$ cat src/rtl/swk_pkg.sv
package swk_pkg;
  typedef enum logic [1:0] {
    ST_RUN  = 2'd0,
    ST_STOP = 2'd1,
    ST_STAB = 2'd2,
    ST_ACPT = 2'd3
  } swk_state_e;
endpackage

$ cat src/rtl/swk_prescaler.sv
module swk_prescaler #(
  parameter int WAKE_BASE = 4,
  parameter int NORM_LO   = 5,
  parameter int NORM_HI   = 9
) (
  input  logic       clk,
  input  logic       rst_n,
  input  logic       hold,
  input  logic [1:0] wake_div,
  input  logic       norm_sel,
  output logic       tick_wake,
  output logic       tick_norm
);
  localparam int PRE_W = (NORM_HI > WAKE_BASE + 3) ? NORM_HI : WAKE_BASE + 3;

  logic [PRE_W-1:0] pre_q, pre_d;
  logic [3:0]       wake_hit;
  logic             norm_lo_hit, norm_hi_hit;

  always_comb begin
    if (hold) pre_d = '0;
    else      pre_d = pre_q + PRE_W'(1);
  end

  always_ff @(posedge clk or negedge rst_n) begin
    if (!rst_n) pre_q <= '0;
    else        pre_q <= pre_d;
  end

  for (genvar g = 0; g < 4; g++) begin : g_wake_tap
    assign wake_hit[g] = &pre_q[WAKE_BASE+g-1:0];
  end

  assign norm_lo_hit = &pre_q[NORM_LO-1:0];
  assign norm_hi_hit = &pre_q[NORM_HI-1:0];

  assign tick_wake = !hold && wake_hit[wake_div];
  assign tick_norm = !hold && (norm_sel ? norm_hi_hit : norm_lo_hit);
endmodule

$ cat src/rtl/swk_wdt_cnt.sv
module swk_wdt_cnt #(
  parameter int CNT_W = 12
) (
  input  logic             clk,
  input  logic             rst_n,
  input  logic             load,
  input  logic             dec,
  output logic [CNT_W-1:0] cnt,
  output logic             msb
);
  logic [CNT_W-1:0] cnt_q, cnt_d;

  always_comb begin
    if (load)     cnt_d = '1;
    else if (dec) cnt_d = cnt_q - CNT_W'(1);
    else          cnt_d = cnt_q;
  end

  always_ff @(posedge clk or negedge rst_n) begin
    if (!rst_n) cnt_q <= '0;
    else        cnt_q <= cnt_d;
  end

  assign cnt = cnt_q;
  assign msb = cnt_q[CNT_W-1];
endmodule

$ cat src/rtl/swk_wake_qual.sv
module swk_wake_qual #(
  parameter int               N_IRQ     = 8,
  parameter logic [N_IRQ-1:0] COND_MASK = '0,
  parameter int               IDW       = 3
) (
  input  logic [N_IRQ-1:0] irq_req,
  input  logic [N_IRQ-1:0] irq_en,
  input  logic [N_IRQ-1:0] irq_cond,
  output logic             wake_any,
  output logic [IDW-1:0]   wake_id
);
  logic [N_IRQ-1:0] qual;

  assign qual     = irq_req & irq_en & (~COND_MASK | irq_cond);
  assign wake_any = |qual;

  // lowest index wins when several qualify together
  always_comb begin
    wake_id = '0;
    for (int i = N_IRQ - 1; i >= 0; i--) begin
      if (qual[i]) wake_id = IDW'(i);
    end
  end
endmodule

$ cat src/rtl/swk_ctrl_fsm.sv
module swk_ctrl_fsm
  import swk_pkg::*;
#(
  parameter int IDW = 3
) (
  input  logic           clk,
  input  logic           rst_n,
  input  logic           stop_req,
  input  logic           wake_any,
  input  logic [IDW-1:0] wake_id,
  input  logic           fast_sel,
  input  logic           cnt_msb,
  input  logic           pll_on,
  output swk_state_e     state,
  output logic           skip,
  output logic           load,
  output logic           osc_en,
  output logic           pll_en,
  output logic           per_en,
  output logic           cpu_en,
  output logic           ack,
  output logic [IDW-1:0] ack_id
);
  swk_state_e     state_q, state_d;
  logic           skip_q, skip_d;
  logic [IDW-1:0] id_q, id_d;
  logic           stab_done;

  assign stab_done = skip_q || !cnt_msb;

  always_comb begin
    state_d = state_q;
    skip_d  = skip_q;
    id_d    = id_q;
    unique case (state_q)
      ST_RUN:  if (stop_req) state_d = ST_STOP;
      ST_STOP: begin
        if (wake_any) begin
          state_d = ST_STAB;
          skip_d  = fast_sel;
          id_d    = wake_id;
        end
      end
      ST_STAB: if (stab_done) state_d = ST_ACPT;
      ST_ACPT: state_d = ST_RUN;
      default: state_d = ST_RUN;
    endcase
  end

  always_ff @(posedge clk or negedge rst_n) begin
    if (!rst_n) begin
      state_q <= ST_RUN;
      skip_q  <= 1'b0;
      id_q    <= '0;
    end else begin
      state_q <= state_d;
      skip_q  <= skip_d;
      id_q    <= id_d;
    end
  end

  assign state  = state_q;
  assign skip   = skip_q;
  assign load   = (state_q == ST_STOP) && wake_any && !fast_sel;
  assign osc_en = (state_q != ST_STOP);
  assign per_en = (state_q != ST_STOP);
  assign pll_en = pll_on && (state_q != ST_STOP);
  assign cpu_en = (state_q == ST_RUN) || (state_q == ST_ACPT) ||
                  ((state_q == ST_STAB) && stab_done);
  assign ack    = (state_q == ST_ACPT);
  assign ack_id = id_q;
endmodule

$ cat src/rtl/stop_wake_seq.sv
module stop_wake_seq
  import swk_pkg::*;
#(
  parameter int               N_IRQ     = 8,
  parameter logic [N_IRQ-1:0] COND_MASK = 8'hF0,
  parameter int               CNT_W     = 12,
  parameter int               WAKE_BASE = 4,
  parameter int               NORM_LO   = 5,
  parameter int               NORM_HI   = 9,
  localparam int              IDW       = (N_IRQ > 1) ? $clog2(N_IRQ) : 1
) (
  input  logic             clk,
  input  logic             rst_n,
  input  logic             stop_req,
  input  logic             ext_clk_sel,
  input  logic             pll_sel,
  input  logic             pll_on,
  input  logic [1:0]       wake_div,
  input  logic             wdt_rate_sel,
  input  logic [N_IRQ-1:0] irq_req,
  input  logic [N_IRQ-1:0] irq_en,
  input  logic [N_IRQ-1:0] irq_cond,
  output logic             osc_en,
  output logic             pll_en,
  output logic             per_clk_en,
  output logic             cpu_clk_en,
  output logic             irq_ack,
  output logic [IDW-1:0]   irq_ack_id,
  output logic [CNT_W-1:0] wdt_cnt,
  output logic             wdt_irq
);
  localparam logic [CNT_W-1:0] MID = {1'b1, {(CNT_W-1){1'b0}}};

  // reset: asserted at once, released after two clock edges
  logic [1:0] rs_q;
  logic       rst_q_n;

  always_ff @(posedge clk or negedge rst_n) begin
    if (!rst_n) rs_q <= '0;
    else        rs_q <= {rs_q[0], 1'b1};
  end
  assign rst_q_n = rs_q[1];

  swk_state_e     st;
  logic           skip, load, dec, cnt_msb;
  logic           tick_wake, tick_norm;
  logic           wake_any, fast_sel;
  logic [IDW-1:0] wake_id;

  assign fast_sel = ext_clk_sel && !pll_sel;

  swk_wake_qual #(
    .N_IRQ(N_IRQ), .COND_MASK(COND_MASK), .IDW(IDW)
  ) u_qual (
    .irq_req(irq_req), .irq_en(irq_en), .irq_cond(irq_cond),
    .wake_any(wake_any), .wake_id(wake_id)
  );

  swk_prescaler #(
    .WAKE_BASE(WAKE_BASE), .NORM_LO(NORM_LO), .NORM_HI(NORM_HI)
  ) u_pre (
    .clk(clk), .rst_n(rst_q_n), .hold(st == ST_STOP),
    .wake_div(wake_div), .norm_sel(wdt_rate_sel),
    .tick_wake(tick_wake), .tick_norm(tick_norm)
  );

  // wake tap only while a real stabilization wait is running
  assign dec = ((st == ST_STAB) && !skip) ? tick_wake : tick_norm;

  swk_wdt_cnt #(.CNT_W(CNT_W)) u_cnt (
    .clk(clk), .rst_n(rst_q_n), .load(load), .dec(dec),
    .cnt(wdt_cnt), .msb(cnt_msb)
  );

  swk_ctrl_fsm #(.IDW(IDW)) u_fsm (
    .clk(clk), .rst_n(rst_q_n), .stop_req(stop_req),
    .wake_any(wake_any), .wake_id(wake_id), .fast_sel(fast_sel),
    .cnt_msb(cnt_msb), .pll_on(pll_on), .state(st), .skip(skip),
    .load(load), .osc_en(osc_en), .pll_en(pll_en), .per_en(per_clk_en),
    .cpu_en(cpu_clk_en), .ack(irq_ack), .ack_id(irq_ack_id)
  );

  assign wdt_irq = (st == ST_RUN) && tick_norm && (wdt_cnt == MID);
endmodule

$ cat config.mk
export PLATFORM = sky130hd
export DESIGN_NAME = stop_wake_seq
export DESIGN_NICKNAME = d
export VERILOG_FILES = /design/src/rtl/swk_pkg.sv /design/src/rtl/swk_prescaler.sv /design/src/rtl/swk_wdt_cnt.sv /design/src/rtl/swk_wake_qual.sv /design/src/rtl/swk_ctrl_fsm.sv /design/src/rtl/stop_wake_seq.sv
export SDC_FILE = /design/constraint.sdc
export NUM_CORES = 1
export LEC_CHECK = 0
export ABC_AREA = 1
export BUFFER_PORTS_ARGS = -buffer_cell sky130_fd_sc_hd__buf_2
export CAP_MARGIN = 20
export CORE_UTILIZATION = 43
export DETAILED_ROUTE_END_ITERATION = 10
export HOLD_SLACK_MARGIN = 0.08
export PLACE_DENSITY = 0.73
export REMOVE_ABC_BUFFERS = 1
export SLEW_MARGIN = 20
export SYNTH_ARGS = -nofsm -noshare
export SYNTH_HDL_FRONTEND = slang
export SYNTH_SLANG_ARGS = --single-unit
export TNS_END_PERCENT = 100
$ cat constraint.sdc
create_clock -name clk -period 2.1 [get_ports clk]
set_input_delay 0 -clock clk [delete_from_list [all_inputs] [get_ports clk]]
set_output_delay 0 -clock clk [all_outputs]
set_load 0.005 [all_outputs]
**After elaboration in Yosys (flattened, before gate mapping)**

Index checks and enable logic that the tools add are counted.

- Memory bits (read-only): 0
- Register bits after elaboration: 29
- Output and inout bits: 21
- Memory bits (writable): 0
- Input bits: 33
- Logic and storage cells: 66
- Bits in latches: 0
- Memories: 0

- $add $sub $neg: 2
- Eq/ne operators: 8
- Shifts and indexed selects: 0
- $mul: 0
- Multiplexer cells: 19
- Bitwise logic cells: 2
- Reduce and logical (&&, ||, !) cells: 28
- Div/mod/pow operators: 0
- Order comparisons: 1

Operators by type and width:

| kind | number |
|---|---|
| 2-to-1 mux 12 bit | 2 |
| 2-to-1 mux 3 bit | 8 |
| AND 8 bit | 2 |
| equality test 12 bit, second input constant | 1 |
| subtractor 12 x 1 -> 12 bit, second input constant | 1 |
| logical AND 1 bit | 10 |
| adder 9 x 1 -> 9 bit, second input constant | 1 |
| 2-to-1 mux 9 bit | 1 |
| AND reduction 9 bit | 1 |
| one-hot mux 2 bit (4 select lines) | 1 |
| OR reduction 8 bit | 1 |
| AND reduction 7 bit | 1 |
| 2-to-1 mux 2 bit | 3 |
| inequality test 2 x 1 -> 1 bit, second input constant | 3 |
| AND reduction 6 bit | 1 |
| logical NOT 1 bit | 5 |
| AND reduction 5 bit | 1 |
| equality test 2 bit, second input constant | 2 |
| AND reduction 4 bit | 1 |
| logical OR 1 bit | 3 |
| less-than comparator 2 x 3 -> 1 bit, second input constant | 1 |
| 2-to-1 mux 1 bit | 3 |
| AND reduction 3 bit | 1 |
| binary-select mux 1 bit (select 2 bit) | 1 |
| other kinds (5) | 5 |

**Longest topological paths before layout**

Gate-level depths: netlist of the first run.

- Depth in word-level cells: 10
- Mapped depth: 15
- Gate-level depth less buffers: 14

**Hierarchy**

A second synthesis of the first run with hierarchy kept.

- Cells, all modules: 254
- Area, all modules: 1,831.8 µm²

Modules (own cells, without submodules):

| module | sequential area each (µm²) | area an instance (µm²) | cells an instance | instances |
|---|---|---|---|---|
| swk_wdt_cnt | 300.3 | 664.4 | 79 | 1 |
| swk_prescaler | 225.2 | 490.5 | 63 | 1 |
| swk_ctrl_fsm | 150.1 | 362.8 | 47 | 1 |
| stop_wake_seq | 50.0 | 191.4 | 38 | 1 |
| swk_wake_qual | 0.0 | 122.6 | 27 | 1 |

**Worst setup path after synthesis of the first run**

Ideal clock, no wire load.

- Kind: reg-to-reg
- From: register u_pre.pre_q[0]
- To: register u_cnt.cnt_q[3], in the netlist u_cnt.cnt[3]
- Buffers on the path: 1
- Slack: 0.216 ns
- Arrival: 1.818 ns
- Cell stages (with the launch flop): 15
- Clock period less this slack: 1.884 ns
- Required time: 2.035 ns
- Path through: dfrtp_1 > ha_1 > nand2_2 > nor2_4 > nand2_1 > nor2_1 > inv_1 > nor2_1 > ha_1 > o21ai_0 > nor2_1 > a21oi_2 > buf_2 > nand3_1 > nand2_1

- Cells in the longest elaborated chain, start to end: 6
- Elaborated cells on any way between the ends: 12

RTL lines:

| what | RTL line | RTL |
|---|---|---|
| start, declared | swk_prescaler.sv:16 | `logic [PRE_W-1:0] pre_q, pre_d;` |
| start signal, assigned | swk_prescaler.sv:27 | `else pre_q <= pre_d;` |
| AND reduction 7 bit (tied with other cells) | swk_prescaler.sv:31 | `assign wake_hit[g] = &pre_q[WAKE_BASE+g-1:0];` |
| binary-select mux 1 bit (select 2 bit) | swk_prescaler.sv:37 | `assign tick_wake = !hold && wake_hit[wake_div];` |
| 2-to-1 mux 1 bit (implied by the code) | swk_prescaler.sv:37 |  |
| logical AND 1 bit | swk_prescaler.sv:37 |  |
| 2-to-1 mux 1 bit * | stop_wake_seq.sv:68 | `assign dec = ((st == ST_STAB) && !skip) ? tick_wake : tick_norm;` |
| nonzero test 2 bit (no line) * | - |  |
| end signal, assigned | swk_wdt_cnt.sv:21 | `else cnt_q <= cnt_d;` |
| end, declared | swk_wdt_cnt.sv:11 | `logic [CNT_W-1:0] cnt_q, cnt_d;` |

Mark *: on every way between the ends. The rest lies on a longest branch, timed or not. The select of a mux whose other input is x is not followed.
A chain may end at the register's enable or synchronous reset.

**Worst setup path in the final report of the first run**

- From: register u_pre.pre_q[0]
- To: output wdt_irq

- Cells in the longest elaborated chain, start to end: 5
- Elaborated cells on any way between the ends: 6

RTL lines:

| what | RTL line | RTL |
|---|---|---|
| AND reduction 9 bit / AND reduction 5 bit (equally long branches) | swk_prescaler.sv:35, swk_prescaler.sv:34 |  |
| 2-to-1 mux 1 bit * | swk_prescaler.sv:38 | `assign tick_norm = !hold && (norm_sel ? norm_hi_hit : norm_lo_hit);` |
| logical AND 1 bit * | swk_prescaler.sv:38 |  |
| logical AND 1 bit * (2 in a row) | stop_wake_seq.sv:83 | `assign wdt_irq = (st == ST_RUN) && tick_norm && (wdt_cnt == MID);` |
| end, declared | stop_wake_seq.sv:30 | `output logic wdt_irq` |

Mark *: on every way between the ends. The rest lies on a longest branch, timed or not.

==> results of run 1 <==
==> Yosys cell counts <==
master    instances  area share [%]
a21oi_1           8             2.1
a21oi_2           2            0.92
a31o_2            1            0.46
buf_2             2            0.53
buf_4             4             1.6
buf_6             1            0.59
conb_1            1            0.20
dfrtp_1          29              38
ha_1             10             6.6
inv_1            33             6.5
inv_2             1            0.20
nand2_1          86              17
nand2_2           3            0.99
nand3_1          23             6.1
nand3_2           3             1.6
nand3_4           1            0.92
nand3b_1          2            0.79
nand4_1           3            0.99
nor2_1           30             5.9
nor2_2            3            0.99
nor2_4            1            0.59
nor3_1            2            0.53
nor4_1            1            0.33
o21a_1            1            0.40
o21ai_0           6             1.6
xnor2_1           5             2.3
xor2_1            2            0.92
==> routing by layer <==
layer | part of all wire, % | wire [um]
met3 | 3.0 | 128
met2 | 48 | 2040
met1 | 47 | 1970
met4 | 1.9 | 79
met5 | 0 | 0
==> worst min-delay path by stage <==
stage                                        endpoint  slack (ns)  cells past startpoint
after floorplan                     rs_q[0]$_DFF_PN0_       -0.30                      0
after global placement              rs_q[0]$_DFF_PN0_       -0.21                      1
after detailed placement            rs_q[1]$_DFF_PN0_       -0.21                      1
after CTS                 u_fsm.ack_id[0]$_DFFE_PN0P_        0.08                      6
after global routing      u_fsm.ack_id[2]$_DFFE_PN0P_        0.17                      6
final                     u_fsm.ack_id[1]$_DFFE_PN0P_        0.12                      5
==> where the power goes <==
part	leakage, uW	total (uW)	switching (uW)	internal, uW
sequential	0.000364	1020	243	781
clock	0.0000443	468	209	259
combinational	0.000936	1570	882	692
==> cells by family after synthesis <==
kind of cell               share of synthesized area (%)
AOI/OAI and AO/OA                                   5.48
xor gates and xnor gates                            3.23
adders and majority gates                           6.60
buffers and inverters                               9.44
DFF                                                 38.3
other                                              0.198
and+or+nand+nor                                     36.8
==> flip-flops by register name, indices dropped and copies added (netlist names) <==
name,flops
u_cnt.cnt,12
u_pre.pre_q,9
u_fsm.ack_id,3
rs_q,2
u_fsm.state,2
u_fsm.skip,1
==> through the flow <==
| step | worst slack (ns) | hold slack, ns | power, uW | cell area (um2) | setup TNS, ns |
|---|---|---|---|---|---|
| after floorplan | 0.191 | -0.296 | 2040 | 1840 | 0 |
| after detailed placement | 0.0226 | -0.213 | 2570 | 2230 | 0 |
| after global placement | 0.0408 | -0.213 | 2530 | 2230 | 0 |
| final | 0.116 | 0.125 | 3070 | 2390 | 0 |
| after CTS | 0.0282 | 0.0815 | 3080 | 2380 | 0 |
| after global routing | -0.0339 | 0.167 | 3390 | 2390 | -0.0339 |
==> worst max-delay path, cell delays in order (launching register included) <==
cell	delay, ns
dfrtp_1	0.36
ha_1	0.19
nand2_2	0.08
nor2_4	0.08
nand2_1	0.07
nor2_1	0.08
inv_1	0.05
nor2_1	0.08
ha_1	0.15
o21ai_1	0.09
buf_4	0.14
nor4_2	0.16
buf_2	0.16
==> cell usage in the layout, fill, tap and decap left out, types with 2 or more instances in the layout <==
| master | Yosys | layout |
|---|---|---|
| inv_1 | 33 | 33 |
| o21ai_0 | 6 | 5 |
| nor2_2 | 3 | 3 |
| nand3_2 | 3 | 2 |
| nand3_4 | 1 | 2 |
| xor2_1 | 2 | 2 |
| buf_4 | 4 | 9 |
| nand2_1 | 86 | 86 |
| a21oi_1 | 8 | 8 |
| nand3_1 | 23 | 23 |
| nand3b_1 | 2 | 2 |
| dlygate4sd3_1 | 0 | 6 |
| nand2_2 | 3 | 3 |
| nor2_1 | 30 | 30 |
| buf_2 | 2 | 49 |
| clkbuf_8 | 0 | 6 |
| nand4_1 | 3 | 3 |
| nor3_1 | 2 | 2 |
| a21oi_2 | 2 | 2 |
| dfrtp_1 | 29 | 29 |
| ha_1 | 10 | 10 |
| xnor2_1 | 5 | 5 |
==> final cells by class <==
type,count,area share (%)
Clock buffer,7,3.61
Tap cell,50,2.62
Timing Repair Buffer,65,16.1
Inverter,34,5.34
Sequential cell,29,30.4
Multi-Input combinational cell,194,42.0
==> what timing repair did <==
action                                  CTS  global route
hold buffers                              6             0
gates cloned                              0             0
endpoints found under the hold margin     3             0
endpoints found under the setup margin    1            13
resized for setup                         1             3
==> reports/summary.txt, run 1 <==
Status -> finished clean
Startpoint types -> register
Post-Syn Area per Cell -> 7.18 um2
Ports -> 54
#FFs+latches synth -> 29
Final Skew -> 0.00703 ns
Drt first pass iters -> 4
CTS Root Cell -> clkbuf_8
Placeable Area -> 4120 um2
Grt met3 use -> 3.50%
WL per Instance -> 11.1 um
Post-Syn Area -> 1900 um2
Setup crit end kind -> output port
Min-Delay Path Class -> primary input to register
Vias in the first global route -> 1618
Largest net degree at the start of global routing -> 20
Ant. Diodes -> 0
Arrival @ worst endpoint -> 1.98 ns
Fin util -> 58.1%
Seq. cell area -> 726 um2
Final Hold Fails -> 0
Ys Warns -> 0
DRC -> 0
Post-synthesis to final-layout area growth -> 26.1%
Grt ovf -> 0
Row cnt -> 23
R2r endpoint -> u_fsm.ack_id[0]$_DFFE_PN0P_
Peak supply drop -> 557 uV
Chip height -> 68.4 um
Worst EP required -> 2.10 ns
Area of the multi-input gates -> 1000 um2
# fillers -> 410
Sinks on Clock Net -> 29
Crit path launch -> u_pre.pre_q[0]$_DFF_PN0_
Global-route met2 utilization -> 35.5%
Die area -> 4680 um2
Nets -> 372
Post-Synthesis Cells -> 264
DR vias -> 1768
Max cap viols -> 0
Postcts setup bufs -> 0
Max Fclk -> 0.504 GHz
Fin crit period -> 1.98 ns
First-pass GRT wire length -> 6.87 mm
Die W -> 68.4 um
Final worst-path cycle share -> 94.5%
Inserted Clock Buffers -> 5
RR Startpoint -> u_fsm.state[1]$_DFFE_PN0P_
Port Buffers -> 49
DRT iter0 DRCs -> 55
CTS tree -> yes
GRT Total Usage -> 20.3%
Pins Over Slew Limit -> 0
Share of post-route cells with drive strength above 1 -> 24.6%
Drt via density -> 4.66
Power Density -> 1280 nW/um2
Met1 usage -> 24.0%
Crit-path max FO -> 2
Reg-to-reg slack, setup -> 0.14 ns
R2R depth -> 8
Pleak -> 0.00134 uW
Worst setup endpoint -> wdt_irq
Clock latency on the worst-skew pair -> 0.28 ns
Clock buffer depth -> 2
Placed Cells -> 366
DP Wirelength -> 3.12 mm
Finish-stage setup viols -> 0
GR peak layer -> met2
Final wirelength -> 4.22 mm
Htree depth -> 2
Antenna Violating Nets Remaining -> 0
Reg clk slew, reported paths -> 0.07 ns
Cell variety after synth -> 27
Placer Congestion -> 0.820
Antenna violations before repair -> 0
Register area share after synthesis -> 38.3%
Non-Filler Instances -> 379
Initial core utilization -> 46.1%
Setup CP Type -> register to output port
Critical hold path startpoint -> irq_req[1]
No activity file was read; power rests on OpenSTA's default activity.
==> inputs of run 2 (changes only) <==
--- a/config.mk
+++ b/config.mk
@@ -7,11 +7,10 @@
 export LEC_CHECK = 0
 export ABC_AREA = 1
 export BUFFER_PORTS_ARGS = -buffer_cell sky130_fd_sc_hd__buf_2
-export CAP_MARGIN = 20
 export CORE_UTILIZATION = 43
 export DETAILED_ROUTE_END_ITERATION = 10
 export HOLD_SLACK_MARGIN = 0.08
-export PLACE_DENSITY = 0.73
+export PLACE_DENSITY = 0.76
 export REMOVE_ABC_BUFFERS = 1
 export SLEW_MARGIN = 20
 export SYNTH_ARGS = -nofsm -noshare
==> constraint.sdc (replaced) <==
create_clock -name clk -period 1.6 [get_ports clk]
set_input_delay 0 -clock clk [delete_from_list [all_inputs] [get_ports clk]]
set_output_delay 0 -clock clk [all_outputs]
set_load 0.005 [all_outputs]
==> run 2 against run 1 <==
  * Largest power group unchanged
  * Sequential share of layout area is 2.7 points lower
  * The flow now finishes with violations (setup timing)
  * Setup slack worse by 0.45 ns
  * Cell area is 9.9% higher
==> reports/summary.txt, run 2 (synthesis results as in run 1) <==
Status -> finished, violations left
Violated checks -> setup timing
Ports -> 54
Antenna violations before repair -> 0
Htree depth -> 2
Most common cell after layout, fill and taps aside -> nand2_1
DRC -> 0
Pins Over Slew Limit -> 0
Total power -> 4380 uW
Final worst-path cycle share -> 121%
Sw Ratio -> 44.7%
First-pass GRT wire length -> 7.78 mm
Largest register FFs -> 12
Pleak -> 0.00145 uW
Drt first pass iters -> 4
Chip height -> 68.4 um
Row cnt -> 23
Die W -> 68.4 um
Ant. Diodes -> 0
Placer Congestion -> 0.814
Final Hold Fails -> 0
Crit-path max FO -> 2
Finish-stage setup viols -> 13
Worst Hold Depth -> 6
GRT Total Usage -> 23.0%
Antenna Violating Nets Remaining -> 0
Largest net degree at the start of global routing -> 28
Inserted Clock Buffers -> 5
CTS tree -> yes
RSZ-0062 raised after global routing -> yes
Port Buffers -> 49
WL per Instance -> 12.6 um
Sinks on Clock Net -> 29
Drt via density -> 4.88
Pre-CTS WS -> -0.450 ns
Worst setup margin -> -0.335 ns
R2R depth -> 13
Combinational share of power -> 54.8%
DP Wirelength -> 3.34 mm
Max Fclk -> 0.517 GHz
Arrival @ worst endpoint -> 1.93 ns
Post-synthesis to final-layout area growth -> 38.7%
Setup CP Type -> register to output port
Initial core utilization -> 46.1%
Max cap viols -> 0
Clock latency on the worst-skew pair -> 0.29 ns
DR vias -> 1923
Clock power frac -> 14.2%
Pint -> 2420 uW
Final Skew -> 0.00533 ns
Final wirelength -> 4.95 mm
DRT iter0 DRCs -> 94
Power Density -> 1670 nW/um2
Clock buffer depth -> 2
CTS Root Cell -> clkbuf_8
Placeable Area -> 4120 um2
Psw -> 1960 uW
Startpoint types -> register
Most frequent cells in the layout -> 81 x nand2_1, 49 x buf_2, 32 x inv_1
Peak supply drop -> 684 uV
Min-Delay Path Class -> primary input to register
Worst EP required -> 1.60 ns
Fin crit period -> 1.93 ns
Vias in the first global route -> 1799
Reg clk slew, reported paths -> 0.06 ns
Die area -> 4680 um2
Setup crit end kind -> output port
Nets -> 387
Sequential power share -> 31.0%
Share of post-route cells with drive strength above 1 -> 34.3%
Grt ovf -> 0
## run 2: final timing paths
path	startpoint	endpoint	slack, ns
min in group asynchronous	rs_q[1]$_DFF_PN0_	u_fsm.skip$_DFFE_PN0P_	0.24
min	irq_en[1]	u_fsm.ack_id[2]$_DFFE_PN0P_	0.11
max reg2reg	u_pre.pre_q[1]$_DFF_PN0_	u_cnt.cnt[11]$_DFFE_PN0P_	-0.27
min reg2reg	rs_q[1]$_DFF_PN0_	u_fsm.skip$_DFFE_PN0P_	0.24
max	u_pre.pre_q[1]$_DFF_PN0_	wdt_irq	-0.33
max in group asynchronous	rst_n	rs_q[1]$_DFF_PN0_	0.91
## run 2: stage by stage
stage	util (%)	area, um2	TNS (ns)	instances	hold slack (ns)
after floorplan	-	1840	-3.71	257	-0.296
after global placement	55.9	2300	-4.20	376	-0.216
after detailed placement	55.9	2300	-5.32	376	-0.214
after CTS	61.4	2530	-3.19	393	0.104
after global routing	63.9	2630	-4.64	394	0.123
final	63.9	2630	-3.15	394	0.109
## run 2: per-layer routing
layer | part of all wire (%) | track usage (%)
met3 | 3.2 | 6.67
met5 | 0 | 0
met2 | 51 | 39.8
met4 | 1.3 | 8.07
met1 | 44 | 26.8
## run 2: worst max-delay path, cell delays in order (launching register included)
cell and delay, ns:
dfrtp_1 0.35, ha_2 0.19, nand2_2 0.07, nor2_4 0.10, nand2_2 0.07, nor2_2 0.08, inv_1 0.05, nor2_1 0.09
ha_2 0.18, o21ai_2 0.07, buf_4 0.14, nor4_4 0.12, buf_2 0.15
## run 2: timing repair
action	CTS	global route
endpoints found under the setup margin	13	13
hold endpoints to repair	3	0
pin swaps	2	12
cloned	1	0
hold buffers	8	0
gates resized for setup	10	22
buffers inserted	1	1
## run 2: power by group through the flow
stage          registers, uW  logic (uW)  clock network (uW)
6_report                1360        2400                 623
5_1_grt                 1390        2770                 671
3_5_place_dp            1340        2150                   0
4_1_cts                 1330        2280                 643
3_3_place_gp            1330        2080                   0
2_1_floorplan           1320        1350                   0
## run 2: cell type report
type | instances | area (um2)
Clock buffer | 7 | 86.3
Fill cell | 355 | 1490
Inverter | 34 | 128
Multi-Input combinational cell | 195 | 1130
Sequential cell | 29 | 726
Tap cell | 50 | 62.6
Timing Repair Buffer | 79 | 498
==> inputs of run 3 (changes only) <==
--- a/config.mk
+++ b/config.mk
@@ -8,6 +8,7 @@
 export ABC_AREA = 1
 export BUFFER_PORTS_ARGS = -buffer_cell sky130_fd_sc_hd__buf_2
 export CORE_UTILIZATION = 43
+export CTS_BUF_LIST = sky130_fd_sc_hd__clkbuf_4 sky130_fd_sc_hd__clkbuf_8 sky130_fd_sc_hd__clkbuf_16
 export DETAILED_ROUTE_END_ITERATION = 10
 export HOLD_SLACK_MARGIN = 0.08
 export PLACE_DENSITY = 0.76
==> run 3 against run 2 <==
  * Largest power group unchanged
  * First-iteration DRC count increased by 9.6%
  * Cell count did not move
  * Maximum frequency up 0.15%
  * Largest cell class unchanged
  * Global-route usage is the same
  * Clock skew increased by 0.00092 ns
  * The run still ends with setup timing left
==> reports/summary.txt, run 3 (synthesis results as in run 1) <==
RSZ-0062 raised after global routing -> yes
Inserted Clock Buffers -> 5
Pleak -> 0.00145 uW
Crit path max-delay family -> simple AND/OR/NAND/NOR gates
Min-Delay Path Class -> primary input to register
Ant. Diodes -> 0
Clock buffer depth -> 2
WP depth -> 12
Crit-path max FO -> 2
Placer Congestion -> 0.814
Drt via density -> 4.89
Status -> finished, violations left
Chip height -> 68.4 um
Antenna violations before repair -> 0
Reg-to-reg slack, setup -> -0.27 ns
Most common cell after layout, fill and taps aside -> nand2_1
Peak supply drop -> 709 uV
Initial core utilization -> 46.1%
Post-synthesis to final-layout area growth -> 38.9%
Max Fclk -> 0.518 GHz
WL per Instance -> 12.6 um
Setup TNS -> -3.17 ns
Port Buffers -> 49
Pins Over Slew Limit -> 0
DR vias -> 1928
Largest register FFs -> 12
Ports -> 54
Htree depth -> 2
R2r endpoint -> u_cnt.cnt[11]$_DFFE_PN0P_
Placeable Area -> 4120 um2
Clock latency on the worst-skew pair -> 0.29 ns
Arrival @ worst endpoint -> 1.93 ns
Final worst-path cycle share -> 121%
Antenna Violating Nets Remaining -> 0
Share of post-route cells with drive strength above 1 -> 34.6%
R2R depth -> 13
Setup crit end kind -> output port
Reg clk slew, reported paths -> 0.06 ns
Largest net degree at the start of global routing -> 28
CP max stage cell -> dfrtp_1
First-pass GRT wire length -> 7.78 mm
Power Density -> 1670 nW/um2
Grt ovf -> 0
Startpoint types -> register
RR Startpoint -> u_pre.pre_q[1]$_DFF_PN0_
Worst setup endpoint -> wdt_irq
Drt first pass iters -> 4
Nets -> 387
Finish-stage setup viols -> 13
Bufs and invs on worst path -> 3
DRC -> 0
CTS Root Cell -> clkbuf_8
Post-route cell area -> 2630 um2
Max cap viols -> 0
Crit path launch -> u_pre.pre_q[1]$_DFF_PN0_
GRT Total Usage -> 23.0%
Final wirelength -> 4.97 mm
Area after DPL -> 2300 um2
Vias in the first global route -> 1799
Row cnt -> 23
DP Wirelength -> 3.34 mm
Die W -> 68.4 um
Final Hold Fails -> 0
Worst EP required -> 1.60 ns
Crit-path max cell delay -> 0.35 ns
Fin crit period -> 1.93 ns
Hold_ws -> 0.109 ns
Final Skew -> 0.00625 ns
Violated checks -> setup timing
Pre-CTS WS -> -0.450 ns
Sinks on Clock Net -> 29
Most frequent cells in the layout -> 81 x nand2_1, 49 x buf_2, 32 x inv_1
Die area -> 4680 um2
CTS tree -> yes
Worst setup margin -> -0.332 ns
DRT iter0 DRCs -> 103
Crit-path cells -> ha_2 -> nand2_2 -> nor2_4 -> nand2_2 -> nor2_2 -> inv_1 -> nor2_1 -> ha_2 -> o21ai_2 -> buf_4 -> nor4_4 -> buf_2
Setup CP Type -> register to output port
[run 3: where the power goes]
group	switching [uW]	leakage (uW)	total [uW]	internal, uW
sequential	333	0.000364	1360	1020
clock	281	0.0000477	638	357
combinational	1350	0.00104	2400	1060
[run 3: worst min-delay path, stage by stage]
cell	delay [ns]
buf_2	0.08
nand2_1	0.05
nand2_1	0.08
nor2_2	0.06
inv_1	0.05
a21oi_1	0.05
[run 3: area by class of cell]
type                       instances  area [um2]
clock buffer                       7        90.1
fill                             355        1480
inverter                          34         128
multi-input combinational        195        1130
sequential                        29         726
tap                               50        62.6
timing repair buffer              79         498
[run 3: per-layer routing]
layer / wire length (um) / GRT usage (%) / share of wire (%) / vias to the layer above
met4: 47 / 8.07 / 0.95 / 0
met2: 2620 / 39.8 / 53 / 47
met1: 2080 / 26.8 / 42 / 901
met3: 214 / 6.67 / 4.3 / 4
met5: 0 / 0 / 0 / -
li1: - / - / - / 976
[run 3: through the flow]
step	cells	utilization (%)	total power, uW
final	394	64.0	4400
after global routing	394	64.0	4860
after CTS	393	61.5	4260
after detailed placement	376	55.9	3490
after global placement	376	55.9	3410
after floorplan	257	-	2670
[run 3: what timing repair did]
action | 4_1_cts | 5_1_grt
endpoints found under the hold margin | 3 | 0
pin swaps | 2 | 12
resized for setup | 10 | 22
buffers inserted | 1 | 1
endpoints found under the setup margin | 13 | 13
hold buffers | 8 | 0
gates cloned | 1 | 0
[run 3: how the worst min path moves through the flow]
stage / startpoint / endpoint / slack, ns / cells after the start
detailed placement: rst_n / rs_q[1]$_DFF_PN0_ / -0.21 / 1
finish: irq_en[1] / u_fsm.ack_id[2]$_DFFE_PN0P_ / 0.11 / 6
floorplan: rst_n / rs_q[0]$_DFF_PN0_ / -0.30 / 0
CTS: irq_en[3] / u_fsm.ack_id[0]$_DFFE_PN0P_ / 0.10 / 7
global route: irq_en[1] / u_fsm.ack_id[2]$_DFFE_PN0P_ / 0.12 / 6
global placement: rst_n / rs_q[1]$_DFF_PN0_ / -0.22 / 1
